## config.mk

```make
export PLATFORM = sky130hd
export DESIGN_NAME = gpio_pcmp_top
export DESIGN_NICKNAME = d
export VERILOG_FILES = /design/src/rtl/gpio_pcmp_pkg.sv /design/src/rtl/gpio_pcmp_pad.sv /design/src/rtl/gpio_pcmp_sync.sv /design/src/rtl/gpio_pcmp_irq.sv /design/src/rtl/gpio_pcmp_regs.sv /design/src/rtl/gpio_pcmp_top.sv
export SDC_FILE = /design/constraint.sdc
export NUM_CORES = 1
export LEC_CHECK = 0
export ABC_AREA = 1
export BUFFER_PORTS_ARGS = -buffer_cell sky130_fd_sc_hd__buf_4
export CORE_ASPECT_RATIO = 1.2
export CORE_MARGIN = 4
export CORE_UTILIZATION = 34
export DETAILED_ROUTE_END_ITERATION = 7
export GPL_ROUTABILITY_DRIVEN = 0
export PLACE_DENSITY = 0.64
export REMOVE_ABC_BUFFERS = 1
export SKIP_LAST_GASP = 1
export SYNTH_ARGS = -nofsm -noshare
export SYNTH_HDL_FRONTEND = slang
export SYNTH_SLANG_ARGS = --single-unit
```

## constraint.sdc

```tcl
create_clock -name clk_i -period 3.85 [get_ports clk_i]
set_input_delay 0.9625 -clock clk_i [delete_from_list [all_inputs] [get_ports clk_i]]
set_output_delay 0.9625 -clock clk_i [all_outputs]
set_load 0.02 [all_outputs]
```

## src/rtl/gpio_pcmp_pkg.sv

```systemverilog
package gpio_pcmp_pkg;

  localparam int unsigned REG_W = 32;

  // word index = byte offset >> 2
  typedef enum logic [3:0] {
    RI_IN    = 4'd0,
    RI_DOUT  = 4'd1,
    RI_OE    = 4'd2,
    RI_ALT   = 4'd3,
    RI_PU    = 4'd4,
    RI_PD    = 4'd5,
    RI_IE    = 4'd6,
    RI_POL   = 4'd7,
    RI_CMASK = 4'd8,
    RI_CSTAT = 4'd9
  } reg_idx_e;

  localparam int unsigned CORE_GPIO_BIT = 0;

endpackage

```

## src/rtl/gpio_pcmp_pad.sv

```systemverilog
module gpio_pcmp_pad #(
  parameter int unsigned NUM_PINS = 16
) (
  input  logic [NUM_PINS-1:0] dout_i,
  input  logic [NUM_PINS-1:0] oe_i,
  input  logic [NUM_PINS-1:0] pu_i,
  input  logic [NUM_PINS-1:0] pd_i,
  input  logic [NUM_PINS-1:0] ext_lvl_i,
  input  logic [NUM_PINS-1:0] ext_en_i,
  output logic [NUM_PINS-1:0] level_o
);

  for (genvar g = 0; g < NUM_PINS; g++) begin : g_pin
    always_comb begin
      if (oe_i[g])           level_o[g] = dout_i[g];
      else if (ext_en_i[g])  level_o[g] = ext_lvl_i[g];
      else if (pu_i[g])      level_o[g] = 1'b1;  // pull-up beats pull-down
      else if (pd_i[g])      level_o[g] = 1'b0;
      else                   level_o[g] = 1'b0;  // floating resolves low
    end
  end

endmodule

```

## src/rtl/gpio_pcmp_sync.sv

```systemverilog
module gpio_pcmp_sync #(
  parameter int unsigned WIDTH  = 16,
  parameter int unsigned STAGES = 2
) (
  input  logic             clk_i,
  input  logic             rst_ni,
  input  logic [WIDTH-1:0] d_i,
  output logic [WIDTH-1:0] q_o
);

  logic [WIDTH-1:0] stage_q [STAGES];

  for (genvar s = 0; s < STAGES; s++) begin : g_stage
    if (s == 0) begin : g_first
      always_ff @(posedge clk_i or negedge rst_ni) begin
        if (!rst_ni) stage_q[s] <= '0;
        else         stage_q[s] <= d_i;
      end
    end else begin : g_next
      always_ff @(posedge clk_i or negedge rst_ni) begin
        if (!rst_ni) stage_q[s] <= '0;
        else         stage_q[s] <= stage_q[s-1];
      end
    end
  end

  assign q_o = stage_q[STAGES-1];

endmodule

```

## src/rtl/gpio_pcmp_irq.sv

```systemverilog
module gpio_pcmp_irq #(
  parameter int unsigned NUM_PINS = 16
) (
  input  logic [NUM_PINS-1:0] level_i,
  input  logic [NUM_PINS-1:0] pol_i,
  input  logic [NUM_PINS-1:0] ie_i,
  output logic [NUM_PINS-1:0] pending_o,
  output logic                sum_o
);

  for (genvar g = 0; g < NUM_PINS; g++) begin : g_cmp
    assign pending_o[g] = (level_i[g] ^ pol_i[g]) & ie_i[g];
  end

  assign sum_o = |pending_o;

endmodule

```

## src/rtl/gpio_pcmp_regs.sv

```systemverilog
module gpio_pcmp_regs
  import gpio_pcmp_pkg::*;
#(
  parameter int unsigned NUM_PINS = 16,
  parameter int unsigned ADDR_W   = 8
) (
  input  logic                clk_i,
  input  logic                rst_ni,
  input  logic                req_i,
  input  logic                we_i,
  input  logic [ADDR_W-1:0]   addr_i,
  input  logic [REG_W-1:0]    wdata_i,
  output logic [REG_W-1:0]    rdata_o,
  input  logic [NUM_PINS-1:0] in_sync_i,
  input  logic                gpio_sum_i,
  output logic [NUM_PINS-1:0] dout_o,
  output logic [NUM_PINS-1:0] oe_o,
  output logic [NUM_PINS-1:0] alt_o,
  output logic [NUM_PINS-1:0] pu_o,
  output logic [NUM_PINS-1:0] pd_o,
  output logic [NUM_PINS-1:0] ie_o,
  output logic [NUM_PINS-1:0] pol_o,
  output logic                cmask_o
);

  localparam int unsigned IDX_W = ADDR_W - 2;

  logic [IDX_W-1:0]    widx;
  logic                wr_en;
  logic [NUM_PINS-1:0] wpins;

  assign widx  = addr_i[ADDR_W-1:2];
  assign wr_en = req_i & we_i;
  assign wpins = wdata_i[NUM_PINS-1:0];

  always_ff @(posedge clk_i or negedge rst_ni) begin
    if (!rst_ni) begin
      dout_o  <= '0;
      oe_o    <= '0;
      alt_o   <= '0;
      pu_o    <= '0;
      pd_o    <= '0;
      ie_o    <= '0;
      pol_o   <= '0;
      cmask_o <= 1'b0;
    end else if (wr_en) begin
      case (widx)
        IDX_W'(RI_DOUT):  dout_o  <= wpins;
        IDX_W'(RI_OE):    oe_o    <= wpins;
        IDX_W'(RI_ALT):   alt_o   <= wpins;
        IDX_W'(RI_PU):    pu_o    <= wpins;
        IDX_W'(RI_PD):    pd_o    <= wpins;
        IDX_W'(RI_IE):    ie_o    <= wpins;
        IDX_W'(RI_POL):   pol_o   <= wpins;
        IDX_W'(RI_CMASK): cmask_o <= wdata_i[CORE_GPIO_BIT];
        default: ;  // input, status and holes are read-only
      endcase
    end
  end

  always_comb begin
    rdata_o = '0;
    case (widx)
      IDX_W'(RI_IN):    rdata_o = REG_W'(in_sync_i);
      IDX_W'(RI_DOUT):  rdata_o = REG_W'(dout_o);
      IDX_W'(RI_OE):    rdata_o = REG_W'(oe_o);
      IDX_W'(RI_ALT):   rdata_o = REG_W'(alt_o);
      IDX_W'(RI_PU):    rdata_o = REG_W'(pu_o);
      IDX_W'(RI_PD):    rdata_o = REG_W'(pd_o);
      IDX_W'(RI_IE):    rdata_o = REG_W'(ie_o);
      IDX_W'(RI_POL):   rdata_o = REG_W'(pol_o);
      IDX_W'(RI_CMASK): rdata_o[CORE_GPIO_BIT] = cmask_o;
      IDX_W'(RI_CSTAT): rdata_o[CORE_GPIO_BIT] = gpio_sum_i;
      default: ;
    endcase
  end

endmodule

```

## src/rtl/gpio_pcmp_top.sv

```systemverilog
module gpio_pcmp_top
  import gpio_pcmp_pkg::*;
#(
  parameter int unsigned NUM_PINS    = 16,
  parameter int unsigned ADDR_W      = 8,
  parameter int unsigned SYNC_STAGES = 2
) (
  input  logic                clk_i,
  input  logic                rst_ni,
  input  logic                reg_req_i,
  input  logic                reg_we_i,
  input  logic [ADDR_W-1:0]   reg_addr_i,
  input  logic [31:0]         reg_wdata_i,
  output logic [31:0]         reg_rdata_o,
  input  logic [NUM_PINS-1:0] pad_in_i,
  input  logic [NUM_PINS-1:0] pad_ext_en_i,
  output logic [NUM_PINS-1:0] pad_out_o,
  output logic [NUM_PINS-1:0] pad_oe_o,
  output logic [NUM_PINS-1:0] pad_pu_o,
  output logic [NUM_PINS-1:0] pad_pd_o,
  output logic [NUM_PINS-1:0] alt_sel_o,
  output logic                irq_o
);

  logic [NUM_PINS-1:0] pad_level;
  logic [NUM_PINS-1:0] in_sync;
  logic [NUM_PINS-1:0] ie;
  logic [NUM_PINS-1:0] pol;
  logic [NUM_PINS-1:0] pending;
  logic                gpio_sum;
  logic                cmask;

  gpio_pcmp_regs #(.NUM_PINS(NUM_PINS), .ADDR_W(ADDR_W)) u_regs (
    .clk_i      (clk_i),
    .rst_ni     (rst_ni),
    .req_i      (reg_req_i),
    .we_i       (reg_we_i),
    .addr_i     (reg_addr_i),
    .wdata_i    (reg_wdata_i),
    .rdata_o    (reg_rdata_o),
    .in_sync_i  (in_sync),
    .gpio_sum_i (gpio_sum),
    .dout_o     (pad_out_o),
    .oe_o       (pad_oe_o),
    .alt_o      (alt_sel_o),
    .pu_o       (pad_pu_o),
    .pd_o       (pad_pd_o),
    .ie_o       (ie),
    .pol_o      (pol),
    .cmask_o    (cmask)
  );

  gpio_pcmp_pad #(.NUM_PINS(NUM_PINS)) u_pad (
    .dout_i    (pad_out_o),
    .oe_i      (pad_oe_o),
    .pu_i      (pad_pu_o),
    .pd_i      (pad_pd_o),
    .ext_lvl_i (pad_in_i),
    .ext_en_i  (pad_ext_en_i),
    .level_o   (pad_level)
  );

  gpio_pcmp_sync #(.WIDTH(NUM_PINS), .STAGES(SYNC_STAGES)) u_sync (
    .clk_i  (clk_i),
    .rst_ni (rst_ni),
    .d_i    (pad_level),
    .q_o    (in_sync)
  );

  gpio_pcmp_irq #(.NUM_PINS(NUM_PINS)) u_irq (
    .level_i   (in_sync),
    .pol_i     (pol),
    .ie_i      (ie),
    .pending_o (pending),
    .sum_o     (gpio_sum)
  );

  assign irq_o = gpio_sum & cmask;

endmodule

```

# Yosys cells after proc, flatten, opt, wreduce, memory -nomap -nowiden
# Cells that the tools add are included.
[op_classes] mul=0 order_cmp=0 shift=0 bitwise=34 n_reduce_logical=10 add_sub_neg=0 muxes=50 eq_ne=9 div_mod_pow=0
[op_table] operator="$pmux 15 s8" count=1
[op_table] operator="$mux 1" count=48
[op_table] operator="$eq 6x3->1 const B" count=4
[op_table] operator="$and 1x1->1" count=18
[op_table] operator="$reduce_and 2->1" count=8
[op_table] operator="$reduce_or 16->1" count=1
[op_table] operator="$xor 1x1->1" count=16
[op_table] operator="$eq 6x2->1 const B" count=2
[op_table] operator="$eq 6x4->1 const B" count=2
[op_table] operator="$pmux 1 s10" count=1
[op_table] operator="$eq 6x1->1 const B" count=1
[op_table] operator="$logic_not 6->1" count=1
[totals] inputBits=76 memories=0 elab_cells=113 ram_bits=0 output_inout_bits=113 latchBits=0 rom_bits=0 reg_bits=145

# Longest topological paths before layout
# Gate-level depths: netlist of the first run.
[logic_depth] depth_word=4 mapped_depth=10 mapped_depth_nobuf=10

# By module
# Synthesis of the first run repeated with hierarchy kept, for this count alone.
[hier_totals] hier_cells=956 area_unflattened_um2=7454.6
[modules_own_cells] module="gpio_pcmp_regs" area_each_um2=5669.2 seq_area_each_um2=2827.7 cells_each=683 n_inst=1
[modules_own_cells] module="gpio_pcmp_sync" area_each_um2=920.9 seq_area_each_um2=800.8 cells_each=48 n_inst=1
[modules_own_cells] module="gpio_pcmp_pad" area_each_um2=560.5 seq_area_each_um2=0.0 cells_each=144 n_inst=1
[modules_own_cells] module="gpio_pcmp_irq" area_each_um2=296.5 seq_area_each_um2=0.0 cells_each=79 n_inst=1
[modules_own_cells] module="gpio_pcmp_top" area_each_um2=7.5 seq_area_each_um2=0.0 cells_each=2 n_inst=1

# Least setup slack after synthesis of the first run
# Ideal clock, no wire load.
[synth_timing] kind="in2out" startpoint="input reg_addr_i[7]" endpoint="output reg_rdata_o[12]" path_slack_ns=0.947 path_buffers=1 t_arrival_ns=1.940 required_ns=2.888 path_stages=8 path_cell_list="nor2_4 nand2_1 nor2_4 buf_2 nand2_1 o21ai_0 nor2_1 nand3_1"
[synth_via] elab_chain_len=2 elab_cells_between_ends=9 classes_between="eq/ne: 7; mux: 1; reduce/logical: 1"
[synth_lines] item="start, declared" line_no="gpio_pcmp_top.sv:12" rtl="input logic [ADDR_W-1:0] reg_addr_i,"
[synth_lines] item="$eq 6x3->1 (tied with other cells)" line_no="gpio_pcmp_regs.sv:63" rtl="case (widx)"
[synth_lines] item="$pmux 15 s8 (*)" line_no="gpio_pcmp_regs.sv:63"
[synth_lines] item="end, declared" line_no="gpio_pcmp_top.sv:14" rtl="output logic [31:0] reg_rdata_o,"
# Every way passes the cells marked *; elsewhere a longest branch is shown, timed or not.

# Final worst setup path of the first run
[layout_timing] startpoint="input reg_addr_i[4]" endpoint="output reg_rdata_o[10]"
# The elaborated chain is that of the path after synthesis.

==> results of run 1 <==
==> routing by layer <==
| metal | global-route usage (%) | share of wire [%] | vias up |
|---|---|---|---|
| li1 | - | - | 2944 |
| met1 | 24.5 | 45 | 2749 |
| met2 | 29.8 | 48 | 169 |
| met3 | 3.12 | 4.8 | 25 |
| met4 | 6.87 | 2.5 | 0 |
| met5 | 0 | 0 | - |
==> area by class of cell <==
class                      instances  area, um2
inverter                          93        349
multi-input combinational        554       2500
tap                              256        320
clock buffer                      20        457
sequential                       145       3630
fill                            1893      10400
clock inverter                    10       65.1
timing repair buffer             172       1310
==> path summary, 6_finish.rpt <==
kind | startpoint | to | depth (start not counted)
max | reg_addr_i[4] | reg_rdata_o[10] | 10
min | u_sync.stage_q[21] | u_sync.q_o[5] | 0
max reg2reg | u_regs.pu_o[5] | u_sync.stage_q[21] | 2
min reg2reg | u_sync.stage_q[21] | u_sync.q_o[5] | 0
max in group asynchronous | rst_ni | u_regs.pol_o[11] | 2
min in group asynchronous | rst_ni | u_regs.oe_o[4] | 1
==> power groups by stage <==
stage          Combinational [W]  Sequential (W)  Clock, W
6_report                0.000540         0.00179   0.00146
5_1_grt                 0.000604         0.00181   0.00156
4_1_cts                 0.000549         0.00179   0.00150
3_5_place_dp            0.000547         0.00181         0
3_3_place_gp            0.000539         0.00181         0
2_1_floorplan           0.000209         0.00187         0
==> critical path, cell delays in order <==
cell	delay, ps
buf_4	130
nor2_2	190
nand2_1	140
nor2_4	310
buf_4	280
nand2_1	80
o21ai_0	100
nor2_1	90
nand3b_1	110
buf_4	150
==> cell usage in the layout (no fill, tap or decap), types with 5 or more instances in the layout <==
cell       netlist  routed
nand2_1        248     248
buf_4           17     170
dfrtp_1        145     145
o21ai_1        112     112
inv_1           86      86
nor2_1          62      62
a22oi_1         23      23
a21oi_1         22      22
o21ai_0         20      20
clkbuf_16        0      17
nand3_1         16      16
conb_1           1      16
o22ai_1         12      12
inv_2            7       7
nand3b_1         7       7
clkinv_2         0       5
==> through the flow <==
step | hold WS (ps) | std cells
finish | 349 | 1250
detailed placement | 336 | 1220
global placement | 332 | 1220
floorplan | 331 | 792
CTS | 350 | 1250
global route | 353 | 1250
==> state kept, by name (all words and copies together), names as in the netlist <==
register,count
u_regs.alt_o,16
u_regs.pd_o,16
u_sync.stage_q,16
u_regs.cmask_o,1
u_regs.ie_o,16
u_regs.pol_o,16
u_regs.oe_o,16
u_regs.pu_o,16
u_regs.dout_o,16
u_sync.q_o,16
==> cell families (layout without fill, tap and decap cells) <==
| logic type | after synthesis | count (layout) | share of synthesized area [%] |
|---|---|---|---|
| compound gates | 196 | 196 | 16.0 |
| buf+inv | 138 | 295 | 9.17 |
| flops | 145 | 145 | 54.3 |
| other cells | 1 | 16 | 0.0561 |
| simple gates | 342 | 342 | 20.5 |
==> impl_metrics.tcl, run 1 <==
set metrics [dict create \
    worstMarginPinSlew_ps 827 \
    via_count 5887 \
    hold_class "reg2reg" \
    synthArstFlopShare_pct 100 \
    postPlaceCellArea_mm2 0.00810 \
    pwr-share-seq_pct 47.2 \
    clock_tree.buffer_depth 2 \
    yosysTopAreaCell "dfrtp_1" \
    finClkSkew_ps 5.93 \
    fin_crit_sh_pct 91.0 \
    die_w_um 136 \
    ctsHoldBuffers 0 \
    clock_sinks 145 \
    synth_cell_types 23 \
    ir_worst_vdd_mv 0.276 \
    power.density_mw_per_mm2 440 \
    clock.fmax_ghz 0.286 \
    p_total_w 0.00379 \
    ys.flop_type "dfrtp_1" \
    swShare_pct 27.9 \
    core_area_mm2 0.0191 \
    die_y_um 162 \
    io_pins 189 \
    pre_cts_slack_ps 400 \
    design_area_mm2 0.00863 \
    fin_util_pct 45.3 \
    row_count 55 \
    critPathMaxFanout 9 \
    ant_nets 0 \
    yosys.area.top_type_share_pct 54.3 \
    synth_edf_count 0 \
    n_antenna_cell 0 \
    rsz0062_at_grt "false" \
    intPower_w 0.00273 \
    reg2reg_slack_ps 2930 \
    synth.cells.most_frequent "nand2_1 (248), dfrtp_1 (145), o21ai_1 (112), inv_1 (86), nor2_1 (62)" \
    cts_root_buf "clkbuf_16" \
    antenna_found_initial 0 \
    worst-setup-path-type "in2out" \
    ys.warnings.count 0 \
    drt-initial-drc-count 384 \
    insertion_delay_ps 410 \
    grt_pass1_vias 5758 \
    setup_ws_ps 348 \
    io_buffers 154 \
    grt_max_degree 91 \
    ys_seq_area_share_pct 54.3 \
    yosys-top-cells-area "dfrtp_1 (54%), nand2_1 (14%), o21ai_1 (8.4%)" \
    cts_tree "yes" \
    grt_pass1_wl_um 31000 \
    pwr-share-clk_pct 38.6 \
    min_period_ps 3500 \
    postCtsSetupBuffers 0 \
    endpoint_kind "output pin" \
    max_slew_margin_pct 44.9 \
    synth.most_common_cell "nand2_1" \
    hold_viol 0 \
    cap_violations 0 \
    power.switching_w 0.00106 \
    die_area_mm2 0.0220 \
    synth_area_per_cell_um2 8.13 \
    p_comb_share_pct 14.2 \
    drt_pass1_iterations 4 \
    via_per_inst 4.71 \
    cts_resized 0 \
    dpl.hpwl_um 13600 \
    post-route-drc-count 0 \
    clk_pin_slew_ps 50 \
    synth.ff_latch_count 145 \
    nets 1059 \
    leakage_nw 4.31 \
    cts.htree.levels 4 \
    routedWlPerCell_um 15.8 \
    initial_core_util_pct 35.1 \
    drv_slew 0 \
    syn_area_mm2 0.00668 \
    setup_tns_ps 0 \
    grt_use_total_pct 18.3 \
    cp-start-kind "input port" \
    layout-drive-gt1-share_pct 21.5 \
    routed_wl_um 19700 \
    arrival_ps 2540 \
    required_ps 2890 \
    grt_remaining_overflow 0 \
    outcome "finished clean" \
    syn2layout_area_growth_pct 29.1 \
    setup_violations 0 \
    synthCells 822 \
    cts_made_buffers 17 \
]
No activity file was read; power rests on OpenSTA's default activity.
==> run 2: changes to the inputs <==
--- a/config.mk
+++ b/config.mk
@@ -7,12 +7,14 @@
 export LEC_CHECK = 0
 export ABC_AREA = 1
 export BUFFER_PORTS_ARGS = -buffer_cell sky130_fd_sc_hd__buf_4
+export CELL_PAD_IN_SITES_DETAIL_PLACEMENT = 1
+export CELL_PAD_IN_SITES_GLOBAL_PLACEMENT = 1
 export CORE_ASPECT_RATIO = 1.2
 export CORE_MARGIN = 4
 export CORE_UTILIZATION = 34
 export DETAILED_ROUTE_END_ITERATION = 7
 export GPL_ROUTABILITY_DRIVEN = 0
-export PLACE_DENSITY = 0.64
+export PLACE_DENSITY = 0.81
 export REMOVE_ABC_BUFFERS = 1
 export SKIP_LAST_GASP = 1
 export SYNTH_ARGS = -nofsm -noshare
==> impl_metrics.tcl, run 2 (same netlist as run 1, synthesis figures left out) <==
set metrics [dict create \
    outcome "finished clean" \
    die_w_um 136 \
    worst-setup-path-type "in2out" \
    nets 1056 \
    ant_nets 0 \
    setup_tns_ps 0 \
    min_period_ps 3480 \
    antenna_found_initial 0 \
    grt_pass1_vias 6349 \
    layout-drive-gt1-share_pct 21.2 \
    n_antenna_cell 0 \
    power.density_mw_per_mm2 467 \
    required_ps 2890 \
    syn2layout_area_growth_pct 30.2 \
    reg2reg_slack_ps 2950 \
    dpl.hpwl_um 15000 \
    rr_worst_depth 2 \
    endpoint_kind "output pin" \
    die_area_mm2 0.0220 \
    max_slew_margin_pct 45.6 \
    postCtsSetupBuffers 0 \
    worstMarginPinSlew_ps 816 \
    ir_worst_vdd_mv 0.271 \
    slowest_delay_ps 400 \
    initial_core_util_pct 35.1 \
    via_per_inst 4.83 \
    final_cell_mix "nand2_1 (248), buf_4 (167), dfrtp_1 (145), o21ai_1 (112), inv_1 (86)" \
    whs_ps 346 \
    final_common_cell "nand2_1" \
    cp-start-kind "input port" \
    critPathMostFrequentCell "buf_4" \
    fin_crit_sh_pct 90.4 \
    cts.htree.levels 4 \
    drv_slew 0 \
    routed_wl_um 21900 \
    cap_violations 0 \
    io_pins 189 \
    routedWlPerCell_um 17.5 \
    cts_tree "yes" \
    arrival_ps 2520 \
    grt_pass1_wl_um 34200 \
    grt_remaining_overflow 0 \
    core_area_mm2 0.0191 \
    grt_use_total_pct 20.0 \
    drt_pass1_iterations 5 \
    cts_made_buffers 17 \
    insertion_delay_ps 410 \
    cp_slowest_cell "inv_2" \
    via_count 6035 \
    hold_viol 0 \
    clock_tree.buffer_depth 2 \
    ctsHoldBuffers 0 \
    clock_sinks 145 \
    die_y_um 162 \
    io_buffers 154 \
    leakage_nw 4.34 \
    row_count 55 \
    clock.fmax_ghz 0.287 \
    cts_root_buf "clkbuf_16" \
    setup_violations 0 \
    clk_pin_slew_ps 60 \
    cts_resized 0 \
    finClkSkew_ps 4.55 \
    hold_class "reg2reg" \
    worstPathCellList "buf_4 -> nor2_1 -> nand2_1 -> inv_2 -> a22oi_1 -> nand3b_1 -> buf_4" \
    post-route-drc-count 0 \
    hold_depth 0 \
    grt_max_degree 87 \
    drt-initial-drc-count 323 \
    rsz0062_at_grt "false" \
    critPathMaxFanout 14 \
]
-- run 2: final timing paths --
kind,start,to
setup / recovery,reg_addr_i[2],reg_rdata_o[9]
hold / removal,u_sync.stage_q[20],u_sync.q_o[4]
setup reg to reg,u_regs.pu_o[5],u_sync.stage_q[21]
hold reg to reg,u_sync.stage_q[20],u_sync.q_o[4]
max in group asynchronous,rst_ni,u_regs.pu_o[9]
min in group asynchronous,rst_ni,u_regs.oe_o[8]
-- run 2: report_power, final --
group / leakage (nW) / internal, W / total (W) / switching (W)
clock network: 0.293 / 0.00109 / 0.00172 / 0.000629
logic: 2.10 / 0.000223 / 0.000554 / 0.000331
registers: 1.94 / 0.00167 / 0.00179 / 0.000124
-- run 2: routing by layer --
metal	up-vias	share of wire, %	track usage (%)
met2	144	51	34.6
li1	2923	-	-
met4	0	2.7	7.24
met1	2928	42	25.0
met5	-	0	0
met3	40	4.8	3.49
-- run 2: final cells by class --
cell class	count	area, um2
clock buffer	24	492
timing repair buffer	169	1280
inverter	93	349
tap	256	320
multi-input combinational	554	2500
sequential	145	3630
clock inverter	8	126
fill	2332	10400
-- run 2: critical path, delay by kind of cell --
kind	cells	cell delay (ps)
AO/OA/AOI/OAI	1	160
buffers and inverters	3	700
AND/OR/NAND/NOR	3	680
-- run 2: stage by stage --
step                utilization (%)  area, um2  worst slack, ps  cells  power [W]
floorplan                         -       6480              916    792    0.00208
global placement               42.4       8080              388   1217    0.00235
detailed placement             42.4       8080              349   1217    0.00237
CTS                            45.6       8700              346   1249    0.00410
global route                   45.6       8700              209   1249    0.00424
finish                         45.6       8700              368   1249    0.00406
==> run 3: changes to the inputs <==
--- a/config.mk
+++ b/config.mk
@@ -14,9 +14,10 @@
 export CORE_UTILIZATION = 34
 export DETAILED_ROUTE_END_ITERATION = 7
 export GPL_ROUTABILITY_DRIVEN = 0
+export MAX_ROUTING_LAYER = met4
 export PLACE_DENSITY = 0.81
+export RECOVER_POWER = 50
 export REMOVE_ABC_BUFFERS = 1
-export SKIP_LAST_GASP = 1
 export SYNTH_ARGS = -nofsm -noshare
 export SYNTH_HDL_FRONTEND = slang
 export SYNTH_SLANG_ARGS = --single-unit
==> impl_metrics.tcl, run 3 (same netlist as run 1, synthesis figures left out) <==
set metrics [dict create \
    leakage_nw 4.25 \
    initial_core_util_pct 35.1 \
    worstPathCellList "buf_4 -> nor2_1 -> nand2_1 -> inv_2 -> a22oi_1 -> nand3b_1 -> buf_4" \
    rr_worst_depth 2 \
    hold_viol 0 \
    post-route-drc-count 0 \
    rsz0062_at_grt "false" \
    max_slew_margin_pct -45.7 \
    via_per_inst 4.87 \
    slowest_delay_ps 410 \
    endpoint_kind "output pin" \
    cap_violations 1 \
    syn2layout_area_growth_pct 28.8 \
    critPathLaunch "reg_addr_i[2]" \
    violations "max-capacitance violations, max-slew violations" \
    critPathMostFrequentCell "buf_4" \
    die_w_um 136 \
    fin_crit_sh_pct 90.2 \
    ctsHoldBuffers 0 \
    arrival_ps 2510 \
    setup_violations 0 \
    reg2reg_slack_ps 2950 \
    clock.fmax_ghz 0.288 \
    die_area_mm2 0.0220 \
    routedWlPerCell_um 17.5 \
    reg2reg_from "u_regs.pu_o[5]" \
    layout-drive-gt1-share_pct 19.3 \
    row_count 55 \
    critPathMaxFanout 14 \
    cp_slowest_cell "inv_2" \
    nets 1056 \
    clk_pin_slew_ps 50 \
    drv_slew 87 \
    antenna_found_initial 0 \
    hold_class "reg2reg" \
    min_period_ps 3470 \
    n_antenna_cell 0 \
    grt_max_degree 87 \
    ir_worst_vdd_mv 0.270 \
    core_area_mm2 0.0191 \
    die_y_um 162 \
    cp-start-kind "input port" \
    grt_remaining_overflow 0 \
    clock_tree.buffer_depth 2 \
    routed_wl_um 21900 \
    nFillCells 2344 \
    via_count 6088 \
    power.density_mw_per_mm2 471 \
    grt_pass1_vias 6337 \
    final_cell_mix "nand2_1 (248), dfrtp_1 (145), buf_4 (134), o21ai_1 (112), inv_1 (86)" \
    cts_tree "yes" \
    grt_use_total_pct 20.6 \
    cts_resized 0 \
    cts_made_buffers 17 \
    cts.htree.levels 4 \
    setup_tns_ps 0 \
    worstMarginPinSlew_ps 2190 \
    cts_root_buf "clkbuf_16" \
    io_buffers 154 \
    insertion_delay_ps 410 \
    ant_nets 0 \
    worst-setup-path-type "in2out" \
    fin_util_pct 45.2 \
    io_pins 189 \
    postCtsSetupBuffers 0 \
    clock_sinks 145 \
    drt-initial-drc-count 272 \
    grt_pass1_wl_um 34200 \
    required_ps 2890 \
    final_common_cell "nand2_1" \
    finClkSkew_ps 4.59 \
    cp-endpoint "reg_rdata_o[9]" \
    outcome "finished with violations" \
    dpl.hpwl_um 15000 \
    r2r-end "u_sync.stage_q[21]" \
    drt_pass1_iterations 5 \
]
==> run 3: worst min path at each step <==
| stage | start | endpoint | slack, ps | cells after the start |
|---|---|---|---|---|
| final | u_sync.stage_q[20] | u_sync.q_o[4] | 350 | 0 |
| after global routing | u_sync.stage_q[20] | u_sync.q_o[4] | 350 | 0 |
| after CTS | u_sync.stage_q[20] | u_sync.q_o[4] | 350 | 0 |
| after detailed placement | u_sync.stage_q[20] | u_sync.q_o[4] | 340 | 0 |
| after global placement | u_sync.stage_q[29] | u_sync.q_o[13] | 330 | 0 |
| after floorplan | u_sync.stage_q[16] | u_sync.q_o[0] | 330 | 0 |
==> run 3: where the power goes <==
part | total [W] | switching [W] | leakage (nW) | internal, W
clock network | 0.00172 | 0.000632 | 0.293 | 0.00109
logic | 0.000538 | 0.000331 | 2.01 | 0.000207
registers | 0.00179 | 0.000124 | 1.94 | 0.00167
==> run 3: layout make-up <==
cell class | count | area [um2] | share of cell area [%]
sequential | 145 | 3630 | 42.2
multi-input combinational | 554 | 2500 | 29.0
timing repair buffer | 169 | 1190 | 13.9
clock buffer | 24 | 492 | 5.71
inverter | 93 | 349 | 4.06
tap | 256 | 320 | 3.72
clock inverter | 8 | 126 | 1.47
==> run 3: metal layers <==
layer	global-route usage, %	part of all wire (%)
met4	7.10	2.6
met5	-	0
met3	3.61	4.7
met2	34.5	51
met1	25.2	42
==> run 3: stage by stage <==
stage / hold WS, ps / cell area (um2) / std cells / worst slack (ps) / power, W
final: 345 / 8610 / 1249 / 379 / 0.00405
after global routing: 354 / 8610 / 1249 / 113 / 0.00423
after CTS: 348 / 8700 / 1249 / 346 / 0.00410
after detailed placement: 336 / 8080 / 1217 / 349 / 0.00237
after global placement: 332 / 8080 / 1217 / 388 / 0.00235
after floorplan: 331 / 6480 / 792 / 916 / 0.00208
==> run 3: critical path: cells and delay by family <==
kind | cells | cell delay [ps]
simple gates | 3 | 660
buf+inv | 3 | 710
compound gates | 1 | 160
